### src/rtl/crc_blockpipe_pkg.sv
package crc_blockpipe_pkg;

   localparam int MAX_W = 64;

   typedef struct packed {
      logic valid;
      logic first;
      logic last;
   } beat_ctl_t;

   // Column 'col' of the matrix that multiplies a remainder by x^shift mod G.
   function automatic logic [MAX_W-1:0] xpow_col(input int width,
                                                  input logic [MAX_W-1:0] poly,
                                                  input int col,
                                                  input int shift);
      logic [MAX_W-1:0] v;
      logic [MAX_W-1:0] mask;
      logic             top;
      mask = (width >= MAX_W) ? '1 : ((MAX_W'(1) << width) - MAX_W'(1));
      v    = MAX_W'(1) << col;
      for (int i = 0; i < shift; i++) begin
         top = v[width-1];
         v   = (v << 1) & mask;
         if (top) v = v ^ (poly & mask);
      end
      return v;
   endfunction

endpackage

### src/rtl/crc_zext_xform.sv
module crc_zext_xform #(
   parameter int                CRC_W = 32,
   parameter logic [CRC_W-1:0]  POLY  = 32'h04C1_1DB7,
   parameter int                SHIFT = 0
) (
   input  logic [CRC_W-1:0] vec_i,
   output logic [CRC_W-1:0] vec_o
);
   import crc_blockpipe_pkg::*;

   if (CRC_W > MAX_W || CRC_W < 2) begin : g_bad_width
      $error("crc_zext_xform: CRC_W out of range");
   end
   if (SHIFT < 0) begin : g_bad_shift
      $error("crc_zext_xform: SHIFT must not be negative");
   end

   if (SHIFT == 0) begin : g_pass
      // A value shorter than the generator degree is its own remainder.
      assign vec_o = vec_i;
   end else begin : g_matrix
      logic [CRC_W-1:0] cols [CRC_W];
      for (genvar j = 0; j < CRC_W; j++) begin : g_col
         localparam logic [MAX_W-1:0] COL_FULL = xpow_col(CRC_W, MAX_W'(POLY), j, SHIFT);
         assign cols[j] = vec_i[j] ? COL_FULL[CRC_W-1:0] : '0;
      end
      always_comb begin
         vec_o = '0;
         for (int j = 0; j < CRC_W; j++) vec_o = vec_o ^ cols[j];
      end
   end

endmodule

### src/rtl/crc_prexor_stage.sv
module crc_prexor_stage #(
   parameter int                CRC_W  = 32,
   parameter logic [CRC_W-1:0]  POLY   = 32'h04C1_1DB7,
   parameter int                BLOCKS = 4,
   parameter int                GROUPS = 2
) (
   input  logic                                clk,
   input  logic                                rst,
   input  logic [BLOCKS*CRC_W-1:0]             beat_i,
   input  crc_blockpipe_pkg::beat_ctl_t        ctl_i,
   output logic [GROUPS-1:0][CRC_W-1:0]        part_o,
   output crc_blockpipe_pkg::beat_ctl_t        ctl_o
);
   localparam int PER = BLOCKS / GROUPS;

   if (GROUPS < 1 || GROUPS > BLOCKS || (BLOCKS % GROUPS) != 0) begin : g_bad_groups
      $error("crc_prexor_stage: GROUPS must divide BLOCKS");
   end

   logic [CRC_W-1:0]             blk_x [BLOCKS];
   logic [GROUPS-1:0][CRC_W-1:0] grp_d;

   // Block k = 0 is leftmost (earliest); it is followed by (BLOCKS-1-k) blocks.
   for (genvar k = 0; k < BLOCKS; k++) begin : g_blk
      localparam int POS = BLOCKS - 1 - k;
      crc_zext_xform #(
         .CRC_W (CRC_W),
         .POLY  (POLY),
         .SHIFT (POS * CRC_W)
      ) u_xf (
         .vec_i (beat_i[POS*CRC_W +: CRC_W]),
         .vec_o (blk_x[k])
      );
   end

   always_comb begin
      for (int g = 0; g < GROUPS; g++) begin
         grp_d[g] = '0;
         for (int b = 0; b < PER; b++) grp_d[g] = grp_d[g] ^ blk_x[g*PER + b];
      end
   end

   always_ff @(posedge clk) begin
      if (rst) begin
         part_o <= '0;
         ctl_o  <= '0;
      end else begin
         ctl_o <= ctl_i;
         if (ctl_i.valid) part_o <= grp_d;
      end
   end

endmodule

### src/rtl/crc_accum_stage.sv
module crc_accum_stage #(
   parameter int                CRC_W  = 32,
   parameter logic [CRC_W-1:0]  POLY   = 32'h04C1_1DB7,
   parameter int                BLOCKS = 4,
   parameter int                GROUPS = 2
) (
   input  logic                          clk,
   input  logic                          rst,
   input  logic [GROUPS-1:0][CRC_W-1:0]  part_i,
   input  crc_blockpipe_pkg::beat_ctl_t  ctl_i,
   output logic [CRC_W-1:0]              crc_o,
   output logic                          crc_valid_o
);
   logic [CRC_W-1:0] rem_q;
   logic [CRC_W-1:0] rem_fb;
   logic [CRC_W-1:0] part_sum;
   logic [CRC_W-1:0] rem_next;

   // Remainder advanced past one whole beat of zeros.
   crc_zext_xform #(
      .CRC_W (CRC_W),
      .POLY  (POLY),
      .SHIFT (BLOCKS * CRC_W)
   ) u_fb (
      .vec_i (rem_q),
      .vec_o (rem_fb)
   );

   always_comb begin
      part_sum = '0;
      for (int g = 0; g < GROUPS; g++) part_sum = part_sum ^ part_i[g];
      rem_next = (ctl_i.first ? '0 : rem_fb) ^ part_sum;
   end

   always_ff @(posedge clk) begin
      if (rst) begin
         rem_q       <= '0;
         crc_o       <= '0;
         crc_valid_o <= 1'b0;
      end else begin
         crc_valid_o <= ctl_i.valid & ctl_i.last;
         if (ctl_i.valid) rem_q <= rem_next;
         if (ctl_i.valid && ctl_i.last) crc_o <= rem_next;
      end
   end


   bubble_keeps_rem_chk: assert property (@(posedge clk) disable iff (rst)
      !ctl_i.valid |=> $stable(rem_q));

endmodule

### src/rtl/crc32_blockpipe.sv
module crc32_blockpipe #(
   parameter int                CRC_W  = 32,
   parameter logic [CRC_W-1:0]  POLY   = 32'h04C1_1DB7,
   parameter int                BLOCKS = 4,
   parameter int                GROUPS = 2,
   localparam int               BEAT_W = BLOCKS * CRC_W
) (
   input  logic              clk,
   input  logic              rst,
   input  logic              start_i,
   input  logic              beat_valid_i,
   input  logic              beat_last_i,
   input  logic [BEAT_W-1:0] beat_data_i,
   output logic [CRC_W-1:0]  crc_o,
   output logic              crc_valid_o
);
   import crc_blockpipe_pkg::*;

   if (BLOCKS < 1) begin : g_bad_blocks
      $error("crc32_blockpipe: BLOCKS must be at least 1");
   end

   logic                         fresh_q;
   beat_ctl_t                    ctl_in;
   beat_ctl_t                    ctl_s1;
   logic [GROUPS-1:0][CRC_W-1:0] part_s1;

   always_comb begin
      ctl_in.valid = beat_valid_i;
      ctl_in.first = start_i | fresh_q;
      ctl_in.last  = beat_last_i;
   end

   // Remembers that the next accepted beat opens a message.
   always_ff @(posedge clk) begin
      if (rst)               fresh_q <= 1'b1;
      else if (beat_valid_i) fresh_q <= beat_last_i;
      else if (start_i)      fresh_q <= 1'b1;
   end

   crc_prexor_stage #(
      .CRC_W  (CRC_W),
      .POLY   (POLY),
      .BLOCKS (BLOCKS),
      .GROUPS (GROUPS)
   ) u_pre (
      .clk    (clk),
      .rst    (rst),
      .beat_i (beat_data_i),
      .ctl_i  (ctl_in),
      .part_o (part_s1),
      .ctl_o  (ctl_s1)
   );

   crc_accum_stage #(
      .CRC_W  (CRC_W),
      .POLY   (POLY),
      .BLOCKS (BLOCKS),
      .GROUPS (GROUPS)
   ) u_acc (
      .clk         (clk),
      .rst         (rst),
      .part_i      (part_s1),
      .ctl_i       (ctl_s1),
      .crc_o       (crc_o),
      .crc_valid_o (crc_valid_o)
   );


   last_to_valid_chk: assert property (@(posedge clk) disable iff (rst)
      (beat_valid_i && beat_last_i) |-> ##2 crc_valid_o);


   valid_has_cause_chk: assert property (@(posedge clk) disable iff (rst)
      crc_valid_o |-> $past(beat_valid_i && beat_last_i, 2));


   hold_output_chk: assert property (@(posedge clk) disable iff (rst)
      !crc_valid_o |-> $stable(crc_o));

endmodule

### config.mk
export PLATFORM = sky130hd
export DESIGN_NAME = crc32_blockpipe
export DESIGN_NICKNAME = d
export VERILOG_FILES = /design/src/rtl/crc_blockpipe_pkg.sv /design/src/rtl/crc_zext_xform.sv /design/src/rtl/crc_prexor_stage.sv /design/src/rtl/crc_accum_stage.sv /design/src/rtl/crc32_blockpipe.sv
export SDC_FILE = /design/constraint.sdc
export NUM_CORES = 1
export LEC_CHECK = 0
export BUFFER_PORTS_ARGS = -buffer_cell sky130_fd_sc_hd__buf_2
export CAP_MARGIN = 40
export CORE_ASPECT_RATIO = 0.5
export CORE_MARGIN = 1
export CORE_UTILIZATION = 60
export CTS_CLUSTER_DIAMETER = 50
export DETAILED_ROUTE_END_ITERATION = 8
export GPL_ROUTABILITY_DRIVEN = 0
export HOLD_SLACK_MARGIN = 0.06
export PLACE_DENSITY = 0.91
export SLEW_MARGIN = 20
export SYNTH_ARGS = -nofsm -noshare
export SYNTH_HDL_FRONTEND = slang
export SYNTH_SLANG_ARGS = --single-unit
### constraint.sdc
create_clock -name clk -period 4.3 [get_ports clk]
set_input_delay 0.645 -clock clk [delete_from_list [all_inputs] [get_ports clk]]
set_output_delay 0.645 -clock clk [all_outputs]
set_load 0.02 [all_outputs]
* After elaboration in Yosys (flattened, before gate mapping)
Cells that the tools add are included.
** Word-level totals
- Memories kept :: 0
- Bits in writable memories :: 0
- Bits in latches :: 0
- Flip-flop bits (word level) :: 133
- Input port bits :: 133
- Output and inout bits :: 33
- ROM bits :: 0
** Operators by class
- Shift-type cells :: 0
- Div/mod/pow operators :: 0
- Equality and inequality tests :: 0
- Magnitude comparators :: 0
- Bitwise operators :: 130
- Multiplexer cells :: 131
- Add/sub/neg operators :: 0
- Multiply operators :: 0
- Reduce and logical (&&, ||, !) cells :: 2
** Operator list (number)
- 32-bit bitwise XOR :: 65
- 32-bit two-way mux :: 64
- 31-bit two-way mux :: 29
- 32-bit by 31-bit bitwise XOR with 32-bit output :: 28
- 32-bit by 30-bit bitwise XOR with 32-bit output :: 13
- 30-bit two-way mux :: 13
- 32-bit by 29-bit bitwise XOR with 32-bit output :: 9
- 29-bit two-way mux :: 9
- 32-bit by 28-bit bitwise XOR with 32-bit output :: 5
- 28-bit two-way mux :: 5
- 27-bit two-way mux :: 5
- 32-bit by 27-bit bitwise XOR with 32-bit output :: 4
- 32-bit by 26-bit bitwise XOR with 32-bit output :: 3
- 26-bit two-way mux :: 3
- 32-bit by 25-bit bitwise XOR with 32-bit output :: 1
- 25-bit two-way mux :: 1
- 1-bit two-way mux :: 2
- 2-bit nonzero test :: 1
- 1-bit bitwise AND :: 1
- 1-bit logical AND :: 1
- 1-bit bitwise OR :: 1

* Logic depth before layout (Yosys ltp)
- Depth in word-level cells :: 34
- Gate-level depth with buffers :: 8
- Mapped depth without buffers :: 7

* Hierarchy
A second synthesis with hierarchy kept.
** Second synthesis, totals
- Cell total of the unflattened synthesis :: 1641
- Area, all modules :: 16701.0 um2
** Modules (own cells, without submodules)
- crc_accum_stage :: area an instance 3453.3 um2, times used 1, cells an instance 384, sequential area each 1301.2 um2
- crc_prexor_stage :: area an instance 2807.7 um2, times used 1, cells an instance 283, sequential area each 1341.3 um2
- crc_zext_xform at u_acc.u_fb :: area an instance 2775.2 um2, times used 1, cells an instance 253, sequential area each 0.0 um2
- crc_zext_xform at u_pre.g_blk[0].u_xf :: area an instance 2593.7 um2, times used 1, cells an instance 241, sequential area each 0.0 um2
- crc_zext_xform at u_pre.g_blk[2].u_xf :: area an instance 2474.9 um2, times used 1, cells an instance 227, sequential area each 0.0 um2
- crc_zext_xform at u_pre.g_blk[1].u_xf :: area an instance 2306.0 um2, times used 1, cells an instance 216, sequential area each 0.0 um2
- crc_zext_xform at u_pre.g_blk[3].u_xf :: area an instance 240.2 um2, times used 1, cells an instance 32, sequential area each 0.0 um2
- crc32_blockpipe :: area an instance 50.0 um2, times used 1, cells an instance 5, sequential area each 20.0 um2

* Worst setup path before layout
Ideal clock, no wire load.
- Path type :: input to register
- Start point :: in beat_data_i[92]
- End point :: reg u_pre.part_o[15] in the netlist's numbering
- Data required time :: 4172 ps
- Setup slack :: 1645 ps
- Arrival :: 2527 ps
- Cell stages on the path :: 8
- Path buffers :: 1
- Setup time :: 128 ps
- Cells stage by stage :: clkbuf_1 -> xnor3_1 -> xnor3_1 -> xnor3_1 -> xnor3_1 -> xnor2_1 -> mux2i_1 -> nor2_1
** On the way
- Cells in the longest elaborated chain, start to end :: 6
** Ends and longest elaborated chain
- start: declaration :: line crc32_blockpipe.sv:13 : input logic [BEAT_W-1:0] beat_data_i,
- 32-bit two-way mux :: line crc_zext_xform.sv:25 : assign cols[j] = vec_i[j] ? COL_FULL[CRC_W-1:0] : '0;
- 32-bit bitwise XOR :: line crc_zext_xform.sv:29 : for (int j = 0; j < CRC_W; j++) vec_o = vec_o ^ cols[j];
- 32-bit by 31-bit bitwise XOR with 32-bit output :: line crc_zext_xform.sv:29
- 32-bit bitwise XOR :: line crc_zext_xform.sv:29
- 32-bit by 31-bit bitwise XOR with 32-bit output :: line crc_zext_xform.sv:29
- 32-bit bitwise XOR :: line crc_prexor_stage.sv:39 : for (int b = 0; b < PER; b++) grp_d[g] = grp_d[g] ^ blk_x[g*PER + b];
- end signal: assignment :: line crc_prexor_stage.sv:49 : if (ctl_i.valid) part_o <= grp_d;
- end: declaration :: line crc_prexor_stage.sv:11 : output logic [GROUPS-1:0][CRC_W-1:0] part_o,
Every way passes these cells.
A chain may end at the register's enable or synchronous reset.

* Final worst setup path
- Start point :: reg u_acc.rem_q[28]
- End point :: reg u_acc.crc_o[14]
** On the way
- Cells in the longest elaborated chain, start to end :: 7
** Ends and longest elaborated chain
- start: declaration :: line crc_accum_stage.sv:14 : logic [CRC_W-1:0] rem_q;
- start signal: assignment :: line crc_accum_stage.sv:42 : if (ctl_i.valid) rem_q <= rem_next;
- 32-bit two-way mux :: line crc_zext_xform.sv:25
- 32-bit bitwise XOR (4 in series) :: line crc_zext_xform.sv:29
- 32-bit two-way mux :: line crc_accum_stage.sv:32 : rem_next = (ctl_i.first ? '0 : rem_fb) ^ part_sum;
- 32-bit bitwise XOR :: line crc_accum_stage.sv:32
- end signal: assignment :: line crc_accum_stage.sv:43 : if (ctl_i.valid && ctl_i.last) crc_o <= rem_next;
- end: declaration :: line crc_accum_stage.sv:11 : output logic [CRC_W-1:0] crc_o,
Every way passes these cells.

==> out/metrics.cfg <==
[floorplanning]
io_pins=166
rows=40
die_w_um=226.9
core_um2=24420
dieArea_um2=25960
die_height_um=114.4
initial_core_util_pct=62.12

[worst_setup_path]
regToRegSetupSlack_ps=1230
crit_path_end=u_acc.crc_o[14]
cpLargestDelayFamily=XOR/XNOR gates
crit_path_start_kind=flop
critPathMostFrequentCell=xnor3_1
cp.buffers_inverters=0
slowest_stage=dfxtp_1
arrival_ps=3390
startpoint=u_acc.rem_q[28]
cp-end-kind=flop
path_cells=xor2_1, xnor3_1, xnor3_1, or2_2, and3_1, a311o_1
reg2reg_to=u_acc.crc_o[14]
criticalPathCategory=reg2reg
r2r_start=u_acc.rem_q[28]
required_ps=4620
crit_cells=6
path_max_fanout=7
slowest_delay_ps=670
reg2regPathDepth=6

[cts]
cts.reportedPaths.clkPinSlew_ps=60
h-tree-depth=4
cts_sinks=133
clk_path_buf_depth=2
clk_latency_ps=440
post_cts.repair.setup_buffers=0
cts_tree=yes
cts_resized=0
cts_inserted_buffers=17
clockRootBuffer=clkbuf_16
hold_buffers=0

[sta]
period_share_pct=71.50
clock.fmax_ghz=0.3253
timing.final.crit_period_ps=3074
fin_skew_ps=10.28
hold_viol_final=0
rsz0062_at_grt=no
worstMarginPinSlew_ps=979.3
tns_ps=0
finalMaxSlewViolations=0
setup_viol=0
slew_headroom_pct=34.24
fin_ws_ps=1226

[run]
cap_viol_max_count=0

[drt]
drc_errors=0
first_pass_iters=8
wl_per_cell_um=24.02
wl_met2_mm=21.17
vias=12540
wl_met1_mm=17.90
top_layer=met4
drtIter0Drc=1798
final_antenna_net_count=0
via_per_inst=6.162
dr_wl_met3_mm=6.671
wl_mm=48.87

[layout]
layout_common_cells=688 x xnor2_1, 186 x xor2_1, 163 x buf_2
n_antenna_cell=0
drive_gt1_share_pct=13.24
layout_commonest_cell=xnor2_1
fin_nets=1819
nFillCells=1753
area_delta_synth_final_pct=8.792

[global_routing]
overflow=0
grt_pass1_wl_mm=72.85
grt_max_degree=79
grt_use_total_pct=37.75
first_global_vias=12160
antenna_found_initial=0

[place]
portBuffers=165
detailedPlace.worstSlack_ps=1235
hpwl_mm=37.63

[synthesis]
yosys-top-cells-area=xnor2_1 40%, dfxtp_1 18%, xor2_1 11%
synth_cells=1639
yosys_register_bits=133
syn-num-nets=1772
ys_warn_count=0
syn_area_per_cell_um2=9.256
synth.largest_area_cell=xnor2_1
synth_top_area_share_pct=39.72
ys_seq_area_share_pct=17.55
netlist_area_um2=15170
ys_types=44

[run_status]
status=complete, no violations

[power_and_ir_drop]
leakagePower_nw=6.667
vdd.ir_drop.worst_mv=0.7190
power.density_nw_per_um2=1107

[worst_hold_path]
hold_class=reg2reg

## logic make-up (layout without fill, tap and decap cells)
family	count (synthesis)	after routing	share of synthesized area [%]
XOR/XNOR	958	958	62.50
AND/OR/NAND/NOR	258	258	8.586
buffers and inverters	151	211	4.049
flip-flops	133	133	17.55
AO/OA/AOI/OAI	113	113	5.600
multiplexers	26	26	1.715
## power by group
group          leakage (nW)  total, mW  switching, mW  internal (mW)
clock network         0.299       1.52          0.569          0.951
logic                  5.28       14.5           7.38           7.11
registers              1.09       2.27          0.642           1.63
## per-stage QoR
stage | util (%) | power, mW | cell area [um^2] | hold WS (ps) | std cells
floorplan | - | 13.31 | 15170 | 439.2 | 1639
global placement | 65.05 | 15.65 | 15890 | 441.7 | 2002
detailed placement | 65.11 | 16.12 | 15900 | 446.7 | 2003
CTS | 67.58 | 17.90 | 16500 | 451.1 | 2035
global route | 67.58 | 19.02 | 16500 | 471.3 | 2035
finish | 67.58 | 18.27 | 16500 | 451.5 | 2035
## sequential cells by signal (all words and copies together) (netlist names)
name               flops
u_acc.rem_q           32
u_pre.part_o          64
u_acc.crc_o           32
u_pre.ctl_o            3
u_acc.crc_valid_o      1
fresh_q                1
## worst reg2reg max path, cell delays in order (launching register included)
cell     delay (ps)
dfxtp_1         670
xor2_1          460
xnor3_1         590
xnor3_1         440
or2_2           320
and3_1          160
a311o_1         320
## area by class of cell
type | count | area (um^2) | share of cell area, %
Multi-Input combinational cell | 1355 | 11890 | 72.06
Sequential cell | 133 | 2664 | 16.14
Timing Repair Buffer | 174 | 905.9 | 5.489
Clock buffer | 22 | 474.2 | 2.873
Tap cell | 336 | 420.4 | 2.547
Clock inverter | 10 | 127.6 | 0.7733
Inverter | 5 | 18.77 | 0.1137
## cells in the mapped netlist, drive strengths merged
cell     number
dfxtp       133
nand3        13
nand2        44
or3           6
a211o        17
and3         35
or2           3
clkinv        1
clkbuf      104
nor3         36
o211ai        3
o311ai        1
a211oi       32
xnor3        61
xnor2       699
and2          1
o22ai         9
nor2b         2
o21ai         7
nand3b        8
or3b          1
nor3b        18
buf          42
a21oi        20
mux2i        26
or4           2
a311o        19
o21a          1
o2111ai       1
inv           4
xor2        188
xor3         10
nor2         72
nand2b       17
o221ai        3
## worst min path at each step
stage	start	to	slack (ps)	depth (start not counted)
2_1_floorplan	fresh_q	u_pre.ctl_o[1]	440	2
3_3_place_gp	u_acc.crc_o[10]	u_acc.crc_o[10]	440	2
3_5_place_dp	u_acc.crc_o[0]	u_acc.crc_o[0]	450	2
4_1_cts	start_i	u_pre.ctl_o[1]	450	3
5_1_grt	beat_last_i	u_pre.ctl_o[0]	470	2
6_report	u_acc.crc_o[25]	u_acc.crc_o[25]	450	2
## layer usage
metal  global-route usage, %  vias to the layer above
li1                        -                     5360
met4                   21.08                        0
met3                   10.80                      277
met2                   58.98                     1014
met1                   47.05                     5888
met5                       0                        -
(Power assumes the default switching activity.)
